$ cat config.mk
export PLATFORM = sky130hd
export DESIGN_NAME = vsel_code_ctrl
export DESIGN_NICKNAME = d
export VERILOG_FILES = /design/src/rtl/vsel_pkg.sv /design/src/rtl/vsel_sync.sv /design/src/rtl/vsel_decode.sv /design/src/rtl/vsel_pulldown.sv /design/src/rtl/vsel_code_ctrl.sv
export SDC_FILE = /design/constraint.sdc
export NUM_CORES = 1
export LEC_CHECK = 0
export ABC_AREA = 1
export BUFFER_PORTS_ARGS = -buffer_cell sky130_fd_sc_hd__buf_4
export CELL_PAD_IN_SITES_DETAIL_PLACEMENT = 1
export CELL_PAD_IN_SITES_GLOBAL_PLACEMENT = 1
export CORE_UTILIZATION = 28
export CTS_CLUSTER_DIAMETER = 80
export DETAILED_ROUTE_END_ITERATION = 10
export PLACE_DENSITY = 0.6
export SYNTH_ARGS = -nofsm -noshare
export SYNTH_HDL_FRONTEND = slang
export SYNTH_SLANG_ARGS = --single-unit
$ cat constraint.sdc
create_clock -name clk -period 1.5 [get_ports clk]
set_clock_uncertainty 0.15 [all_clocks]
set_input_delay 0.3 -clock clk [delete_from_list [all_inputs] [get_ports clk]]
set_output_delay 0.3 -clock clk [all_outputs]
set_load 0.01 [all_outputs]
$ cat src/rtl/vsel_pkg.sv
`timescale 1ns/1ps
package vsel_pkg;
   // Number of control pins; the setpoint table is built for exactly this many.
   localparam int unsigned VSEL_PINS   = 4;
   localparam int unsigned VSEL_CODES  = 1 << VSEL_PINS;
   // Setpoint limits in millivolts, used by range checks.
   localparam int unsigned VSEL_MV_MIN = 800;
   localparam int unsigned VSEL_MV_MAX = 3300;
   // Minimum width that holds VSEL_MV_MAX.
   localparam int unsigned VSEL_MV_W   = $clog2(VSEL_MV_MAX + 1);
endpackage

$ cat src/rtl/vsel_sync.sv
`timescale 1ns/1ps
module vsel_sync #(
   parameter int unsigned WIDTH  = 4,
   parameter int unsigned STAGES = 2
) (
   input  logic             clk,
   input  logic             rst_n,
   input  logic [WIDTH-1:0] d_async,
   output logic [WIDTH-1:0] q_sync
);
   localparam int unsigned LAST = STAGES - 1;

   if (STAGES < 2) begin : g_bad_stages
      $error("vsel_sync: STAGES must be at least 2");
   end
   if (WIDTH < 1) begin : g_bad_width
      $error("vsel_sync: WIDTH must be at least 1");
   end

   logic [WIDTH-1:0] chain [STAGES];

   for (genvar s = 0; s < STAGES; s++) begin : g_stage
      if (s == 0) begin : g_first
         always_ff @(posedge clk or negedge rst_n) begin
            if (!rst_n) chain[0] <= '0;
            else        chain[0] <= d_async;
         end
      end else begin : g_next
         always_ff @(posedge clk or negedge rst_n) begin
            if (!rst_n) chain[s] <= '0;
            else        chain[s] <= chain[s-1];
         end
      end
   end

   assign q_sync = chain[LAST];
endmodule

$ cat src/rtl/vsel_decode.sv
`timescale 1ns/1ps
module vsel_decode
   import vsel_pkg::*;
#(
   parameter int unsigned NPIN = VSEL_PINS,
   parameter int unsigned MV_W = 12
) (
   input  logic [NPIN-1:0] code,
   output logic            nonzero,
   output logic [MV_W-1:0] mv
);
   if (NPIN != VSEL_PINS) begin : g_bad_npin
      $error("vsel_decode: table is defined for four pins only");
   end
   if (MV_W < VSEL_MV_W || MV_W > 16) begin : g_bad_mvw
      $error("vsel_decode: MV_W must hold 3300 and be at most 16");
   end

   logic [15:0] mv_full;

   always_comb begin
      unique case (code)
         4'h1:    mv_full = 16'd800;
         4'h2:    mv_full = 16'd1000;
         4'h3:    mv_full = 16'd1200;
         4'h4:    mv_full = 16'd1400;
         4'h5:    mv_full = 16'd1500;
         4'h6:    mv_full = 16'd1600;
         4'h7:    mv_full = 16'd1800;
         4'h8:    mv_full = 16'd2300;
         4'h9:    mv_full = 16'd2350;
         4'hA:    mv_full = 16'd2000;
         4'hB:    mv_full = 16'd2400;
         4'hC:    mv_full = 16'd2450;
         4'hD:    mv_full = 16'd2800;
         4'hE:    mv_full = 16'd3000;
         4'hF:    mv_full = 16'd3300;
         default: mv_full = 16'd0;
      endcase
   end

   assign nonzero = |code;
   assign mv      = mv_full[MV_W-1:0];

   always_comb begin
      if (nonzero) begin
         AST_MV_IN_RANGE: assert (mv_full >= 16'(VSEL_MV_MIN) && mv_full <= 16'(VSEL_MV_MAX));
      end
   end
endmodule

$ cat src/rtl/vsel_pulldown.sv
`timescale 1ns/1ps
module vsel_pulldown #(
   parameter int unsigned NPIN = 4
) (
   input  logic            clk,
   input  logic            rst_n,
   input  logic            supply_ok,
   input  logic [NPIN-1:0] code,
   output logic [NPIN-1:0] pd_en
);
   if (NPIN < 1) begin : g_bad_npin
      $error("vsel_pulldown: NPIN must be at least 1");
   end

   logic all_low;
   assign all_low = (code == '0);

   for (genvar i = 0; i < NPIN; i++) begin : g_pin
      always_ff @(posedge clk or negedge rst_n) begin
         if (!rst_n)          pd_en[i] <= 1'b1;
         else if (!supply_ok) pd_en[i] <= 1'b1;
         else if (all_low)    pd_en[i] <= 1'b1;
         else if (code[i])    pd_en[i] <= 1'b0;
      end

      AST_PD_RELEASE: assert property (@(posedge clk) disable iff (!rst_n)
         (supply_ok && code[i]) |=> !pd_en[i]);
      AST_PD_STAYS_OFF: assert property (@(posedge clk) disable iff (!rst_n)
         (supply_ok && !all_low && !pd_en[i]) |=> !pd_en[i]);
   end

   AST_PD_REARM: assert property (@(posedge clk) disable iff (!rst_n)
      all_low |=> (&pd_en));
   AST_PD_LOW_SUPPLY: assert property (@(posedge clk) disable iff (!rst_n)
      !supply_ok |=> (&pd_en));
endmodule

$ cat src/rtl/vsel_code_ctrl.sv
`timescale 1ns/1ps
module vsel_code_ctrl
   import vsel_pkg::*;
#(
   parameter int unsigned NPIN        = VSEL_PINS,
   parameter int unsigned SYNC_STAGES = 2,
   parameter int unsigned MV_W        = 12
) (
   input  logic            clk,
   input  logic            rst_n,
   input  logic [NPIN-1:0] pin_lvl,
   input  logic            supply_ok,
   output logic            reg_en,
   output logic [MV_W-1:0] setpoint_mv,
   output logic [NPIN-1:0] pd_en,
   output logic            start_pulse
);
   if (NPIN != VSEL_PINS) begin : g_bad_npin
      $error("vsel_code_ctrl: NPIN must equal the package pin count");
   end

   logic [NPIN-1:0] code_s;
   logic            code_nz;
   logic [MV_W-1:0] code_mv;

   vsel_sync #(.WIDTH(NPIN), .STAGES(SYNC_STAGES)) i_sync (
      .clk     (clk),
      .rst_n   (rst_n),
      .d_async (pin_lvl),
      .q_sync  (code_s)
   );

   vsel_decode #(.NPIN(NPIN), .MV_W(MV_W)) i_decode (
      .code    (code_s),
      .nonzero (code_nz),
      .mv      (code_mv)
   );

   vsel_pulldown #(.NPIN(NPIN)) i_pulldown (
      .clk       (clk),
      .rst_n     (rst_n),
      .supply_ok (supply_ok),
      .code      (code_s),
      .pd_en     (pd_en)
   );

   always_ff @(posedge clk or negedge rst_n) begin
      if (!rst_n) begin
         reg_en      <= 1'b0;
         start_pulse <= 1'b0;
         setpoint_mv <= '0;
      end else begin
         reg_en      <= code_nz;
         start_pulse <= code_nz && !reg_en;
         if (code_nz) setpoint_mv <= code_mv;
      end
   end

   AST_START_SINGLE: assert property (@(posedge clk) disable iff (!rst_n)
      start_pulse |=> !start_pulse);
   AST_START_WITH_EN: assert property (@(posedge clk) disable iff (!rst_n)
      start_pulse |-> reg_en);
   AST_SETPOINT_HOLD: assert property (@(posedge clk) disable iff (!rst_n)
      !reg_en |=> (reg_en || $stable(setpoint_mv)));
   AST_EN_HAS_SETPOINT: assert property (@(posedge clk) disable iff (!rst_n)
      reg_en |-> (setpoint_mv != '0));
endmodule

Word-level counts from Yosys, hierarchy flattened
Memory sizes are Yosys's and may differ from the RTL's. A register that Yosys moved wholly into a read port is not among the register bits.
Index checks and enable logic that the tools add are counted.
{ "word_totals": {"register_bits": 26, "mem_bits_ro": 176, "out_inout_bits": 18, "wordCells": 31, "n_memories": 1} }
{ "op_classes": {"eq_ne": 4, "mux": 12, "reduce_logical": 5} }
{ "mem_list": {"columns": ["name", "words", "width", "rd", "rd_ports_with_merged_regs", "write_ports", "line_no", "text"], "rows": [
  ["(no name shown)", 16, 11, 1, 1, 0, "vsel_decode.sv:22", "unique case (code)"]
]} }
{ "op_table": {"columns": ["operator", "count"], "rows": [
  ["1-bit 2-to-1 mux", 12],
  ["3-bit by 1-bit != test with 1-bit output (second input constant)", 4],
  ["4-bit zero test", 1],
  ["4-bit OR reduction", 1],
  ["1-bit zero test", 2],
  ["1-bit logical AND", 1]
]} }

Longest topological paths before layout
{ "logic_depth": {"depth_word": 3, "ltp_mapped": 8, "ltp_nobuf": 8} }

By module
A second synthesis with hierarchy kept.
{ "unflattened": {"hier_cells": 164, "hier_area_um2": 1362.6} }
{ "modules_own_cells": {"columns": ["module", "n_inst", "cells_each", "area_per_inst_um2", "seq_area_each_um2"], "rows": [
  ["vsel_code_ctrl", 1, 54, 514.2, 350.3],
  ["vsel_decode", 1, 79, 451.7, 0.0],
  ["vsel_sync", 1, 12, 230.2, 200.2],
  ["vsel_pulldown", 1, 19, 166.4, 105.1]
]} }

Worst setup path after synthesis
No wires, ideal clock.
{ "synth_path": {"path_kind": "register to register", "startpoint": "reg i_sync.chain (netlist bit i_sync.q_sync[1])", "endpoint": "reg setpoint_mv[7]", "setup_ps": 113, "arrival_time_ps": 1236, "required_ps": 1237, "slack_ps": 1, "stages_incl_launch_ff": 7, "cell_sequence": "dfrtp_1 inv_1 ha_1 nand2_4 or2_0 nand2_1 inv_1"} }
{ "synth_between": {"elab_chain_cells": 1} }
{ "synth_lines": {"columns": ["item", "line_no", "text"], "rows": [
  ["start, declared", "vsel_sync.sv:20", "logic [WIDTH-1:0] chain [STAGES];"],
  ["start signal, assigned by index", "vsel_sync.sv:31", "else chain[s] <= chain[s-1];"],
  ["4-bit OR reduction", "vsel_decode.sv:42", "assign nonzero = |code;"],
  ["via code_nz", "vsel_code_ctrl.sv:23", "logic code_nz;"],
  ["end, declared", "vsel_code_ctrl.sv:14", "output logic [MV_W-1:0] setpoint_mv,"]
]} }
The timed path passes the listed nets, and every way through them passes these cells.
A chain may end at the register's enable or synchronous reset.

Worst setup path in the final report
{ "layout_path": {"startpoint": "reg i_sync.chain (netlist bit i_sync.q_sync[1])", "endpoint": "reg setpoint_mv[7]"} }
{ "layout_between": {"elab_chain_cells": 1} }
{ "layout_lines": {"columns": ["item", "line_no"], "rows": [
  ["4-bit OR reduction", "vsel_decode.sv:42"]
]} }
Parallel ways exist; a longest one is shown, timed or not.

==> results.sh <==
export IMPL_status="completed"
export IMPL_drive_above_1_share_pct=35.3
export IMPL_portBuffers=23
export IMPL_routed_wl_mm=2.69
export IMPL_utilization_pct=39.7
export IMPL_internal_power_mw=1.05
export IMPL_worst_path_most_repeated_cell="nand2_1"
export IMPL_final_seq_area_um2=632
export IMPL_yosys_top_cells_count="nand2_1 (53), dfrtp_1 (21), nand3_1 (11)"
export IMPL_ios=25
export IMPL_critPathKind="reg2reg"
export IMPL_cts_sinks=25
export IMPL_h_tree_depth=1
export IMPL_total_power_mw=1.45
export IMPL_antenna_found_initial=0
export IMPL_grt_max_degree=26
export IMPL_worst_setup_path_start_kind="flip-flop"
export IMPL_wl_per_cell_um=12.2
export IMPL_dp_hpwl_mm=2.00
export IMPL_syn_avg_cell_area_um2=8.97
export IMPL_leakage_nw=0.814
export IMPL_fp_dieW_um=67.3
export IMPL_initialDrtViolationCount=14
export IMPL_vias_per_cell=4.39
export IMPL_via_count=965
export IMPL_period_share_pct=93.3
export IMPL_synthArstFlopShare_pct=100
export IMPL_path_max_fanout=4
export IMPL_ir_worst_vdd_mv=0.437
export IMPL_root_buffer="clkbuf_8"
export IMPL_grt_pass1_vias=998
export IMPL_first_pass_iters=4
export IMPL_clock_latency_ns=0.28
export IMPL_cts_buffers=3
export IMPL_switching_power_uw=406
export IMPL_yosys_warnings=0
export IMPL_p_clk_share_pct=28.8
export IMPL_cts_setup_buffers=0
export IMPL_worst_hold_slack_ns=0.185
export IMPL_multi_input_area_um2=531
export IMPL_route_detailed_drc=0
export IMPL_path_cells="inv_2 > buf_4 > ha_2 > nand2_2 > nand2_1 > o21ai_0 > nand2_1 > nand2_1 > inv_1"
export IMPL_crit_buf_inv=3
export IMPL_synth_cells=133
export IMPL_setup_viol=0
export IMPL_routabilityCongestion=0.831
export IMPL_fmaxAchievable_ghz=0.714
export IMPL_hold_violations=0
export IMPL_cts_reportedPaths_clkPinSlew_ns=0.09
export IMPL_cap_violations=0
export IMPL_synth_top_cells_by_area="dfrtp_1 (44%), nand2_1 (17%), dfstp_2 (8.8%), ha_1 (8.4%), nand3_1 (4.6%)"
export IMPL_cpPeakStageDelay_ns=0.40
export IMPL_synth_nets=148
export IMPL_synth_edf_count=0
export IMPL_p_per_area_mw_per_mm2=903
export IMPL_rsz0062_at_grt="yes"
export IMPL_core_area_mm2=0.00406
export IMPL_synth_seq_cells=25
export IMPL_ys_seq_area_share_pct=52.8
export IMPL_cpLargestDelayFamily="flip-flops"
export IMPL_area_growth_pct=34.8
export IMPL_seqPwrFrac_pct=52.3
export IMPL_initial_utilization_pct=29.4
export IMPL_cp_slowest_cell="dfrtp_1"
export IMPL_switching_share_pct=27.9
export IMPL_ant_nets=0
export IMPL_syn_area_mm2=0.00119
export IMPL_dieArea_mm2=0.00453
export IMPL_crit_path_end_kind="flip-flop"
export IMPL_synth_cell_types=20
export IMPL_yosysTopAreaCell="dfrtp_1"
export IMPL_slew_viol_final=0
export IMPL_die_h_um=67.3
export IMPL_grt_util_all_layers_pct=14.2
export IMPL_nets=186
export IMPL_antennaDiodeCount=0
export IMPL_synth_most_common_cell="nand2_1"
export IMPL_cts_path_max_buffers=2
export IMPL_fillers=481
export IMPL_synth_top_flop_cell="dfrtp_1"
export IMPL_hp_class="in2reg"
export IMPL_worstPathArrival_ns=1.47
export IMPL_comb_power_share_pct=18.8
export IMPL_yosysTopAreaCellShare_pct=44.0
export IMPL_grt_overflow_total=0
export IMPL_rows=23
export IMPL_min_period_ns=1.40
export IMPL_grt_pass1_wl_mm=4.69
export IMPL_worstPathRequired_ns=1.57
export IMPL_tritoncts="yes"
-- metrics by stage --
stage                     std cells  setup TNS (ns)  instance area [um^2]  worst slack [ns]
final                           220               0                  1610             0.100
after global routing            220        -0.00918                  1610          -0.00918
after CTS                       220               0                  1560           0.00216
after detailed placement        211               0                  1460            0.0331
after global placement          211               0                  1460            0.0758
after floorplan                 133               0                  1190           0.00101
-- power groups by stage --
| stage | Combinational [mW] | Sequential [mW] | Clock [mW] |
|---|---|---|---|
| 2_1_floorplan | 0.112 | 0.788 | 0 |
| 3_3_place_gp | 0.252 | 0.771 | 0 |
| 3_5_place_dp | 0.255 | 0.773 | 0 |
| 4_1_cts | 0.266 | 0.761 | 0.443 |
| 5_1_grt | 0.309 | 0.768 | 0.465 |
| 6_report | 0.274 | 0.761 | 0.419 |
-- area by class of cell --
cell class / instances / area share (%)
flip-flops and latches: 25 / 39.3
multi-input cells: 93 / 33.0
repair buffers: 37 / 18.3
well taps: 50 / 3.89
clock buffers: 3 / 2.57
inverters: 11 / 2.57
clock inverters: 1 / 0.467
-- repair_timing --
item | CTS | global route
endpoints found under the hold margin | 25 | 0
hold buffers | 5 | 0
resized for setup | 0 | 12
endpoints found under the setup margin | 0 | 16
-- metal layers --
layer  up-vias  track usage, %  routed length [um]
met3         5            2.53                 101
li1        479               -                   -
met4         0            6.38                  53
met5         -               0                   0
met2        21            24.5                1290
met1       460            17.1                1250
-- state kept, by name, indices dropped and copies added (netlist names) --
signal and cells:
i_sync.chain 4, reg_en 1, i_pulldown.pd_en 4, start_pulse 1, setpoint_mv 11, i_sync.q_sync 4
-- path summary, 6_finish.rpt --
kind | from | endpoint | slack [ns] | depth (start not counted)
max in group asynchronous | rst_n | i_pulldown.pd_en[0]$_DFFE_PN1P_ | 0.61 | 2
setup / recovery | i_sync.q_sync[1]$_DFF_PN0_ | setpoint_mv[7]$_DFFE_PN0P_ | 0.10 | 9
hold / removal | supply_ok | i_pulldown.pd_en[3]$_DFFE_PN1P_ | 0.19 | 4
min in group asynchronous | rst_n | i_sync.q_sync[3]$_DFF_PN0_ | 0.31 | 2
setup reg to reg | i_sync.q_sync[1]$_DFF_PN0_ | setpoint_mv[7]$_DFFE_PN0P_ | 0.10 | 9
hold reg to reg | i_sync.chain[5]$_DFF_PN0_ | i_sync.q_sync[1]$_DFF_PN0_ | 0.20 | 0
-- worst register-to-register path, delay by kind of cell, from the launching register on --
family | cells | cell delay (ns)
buf+inv | 3 | 0.29
flops | 1 | 0.40
fa+ha+maj | 1 | 0.19
compound gates | 1 | 0.08
simple gates | 4 | 0.24
-- logic make-up (layout without fill, tap and decap cells) --
logic type,after synthesis,in the layout,synth area share [%]
AO/OA/AOI/OAI,9,9,5.03
adder cells (fa/ha/maj),8,8,8.39
buffers and inverters,15,52,6.60
flip-flops,25,25,52.8
other,1,1,0.314
AND/OR/NAND/NOR,75,75,26.8
-- placed cells by master, fill, tap and decap left out, drive strengths merged --
cell / instances
nand2: 56
buf: 32
dfrtp: 21
nand3: 11
inv: 11
ha: 8
nor2: 7
dlygate4sd3: 5
o21ai: 5
dfstp: 4
clkbuf: 3
a21oi: 3
or2: 1
o211ai: 1
conb: 1
clkinvlp: 1
Note: power is estimated with default switching activity, not from simulation.
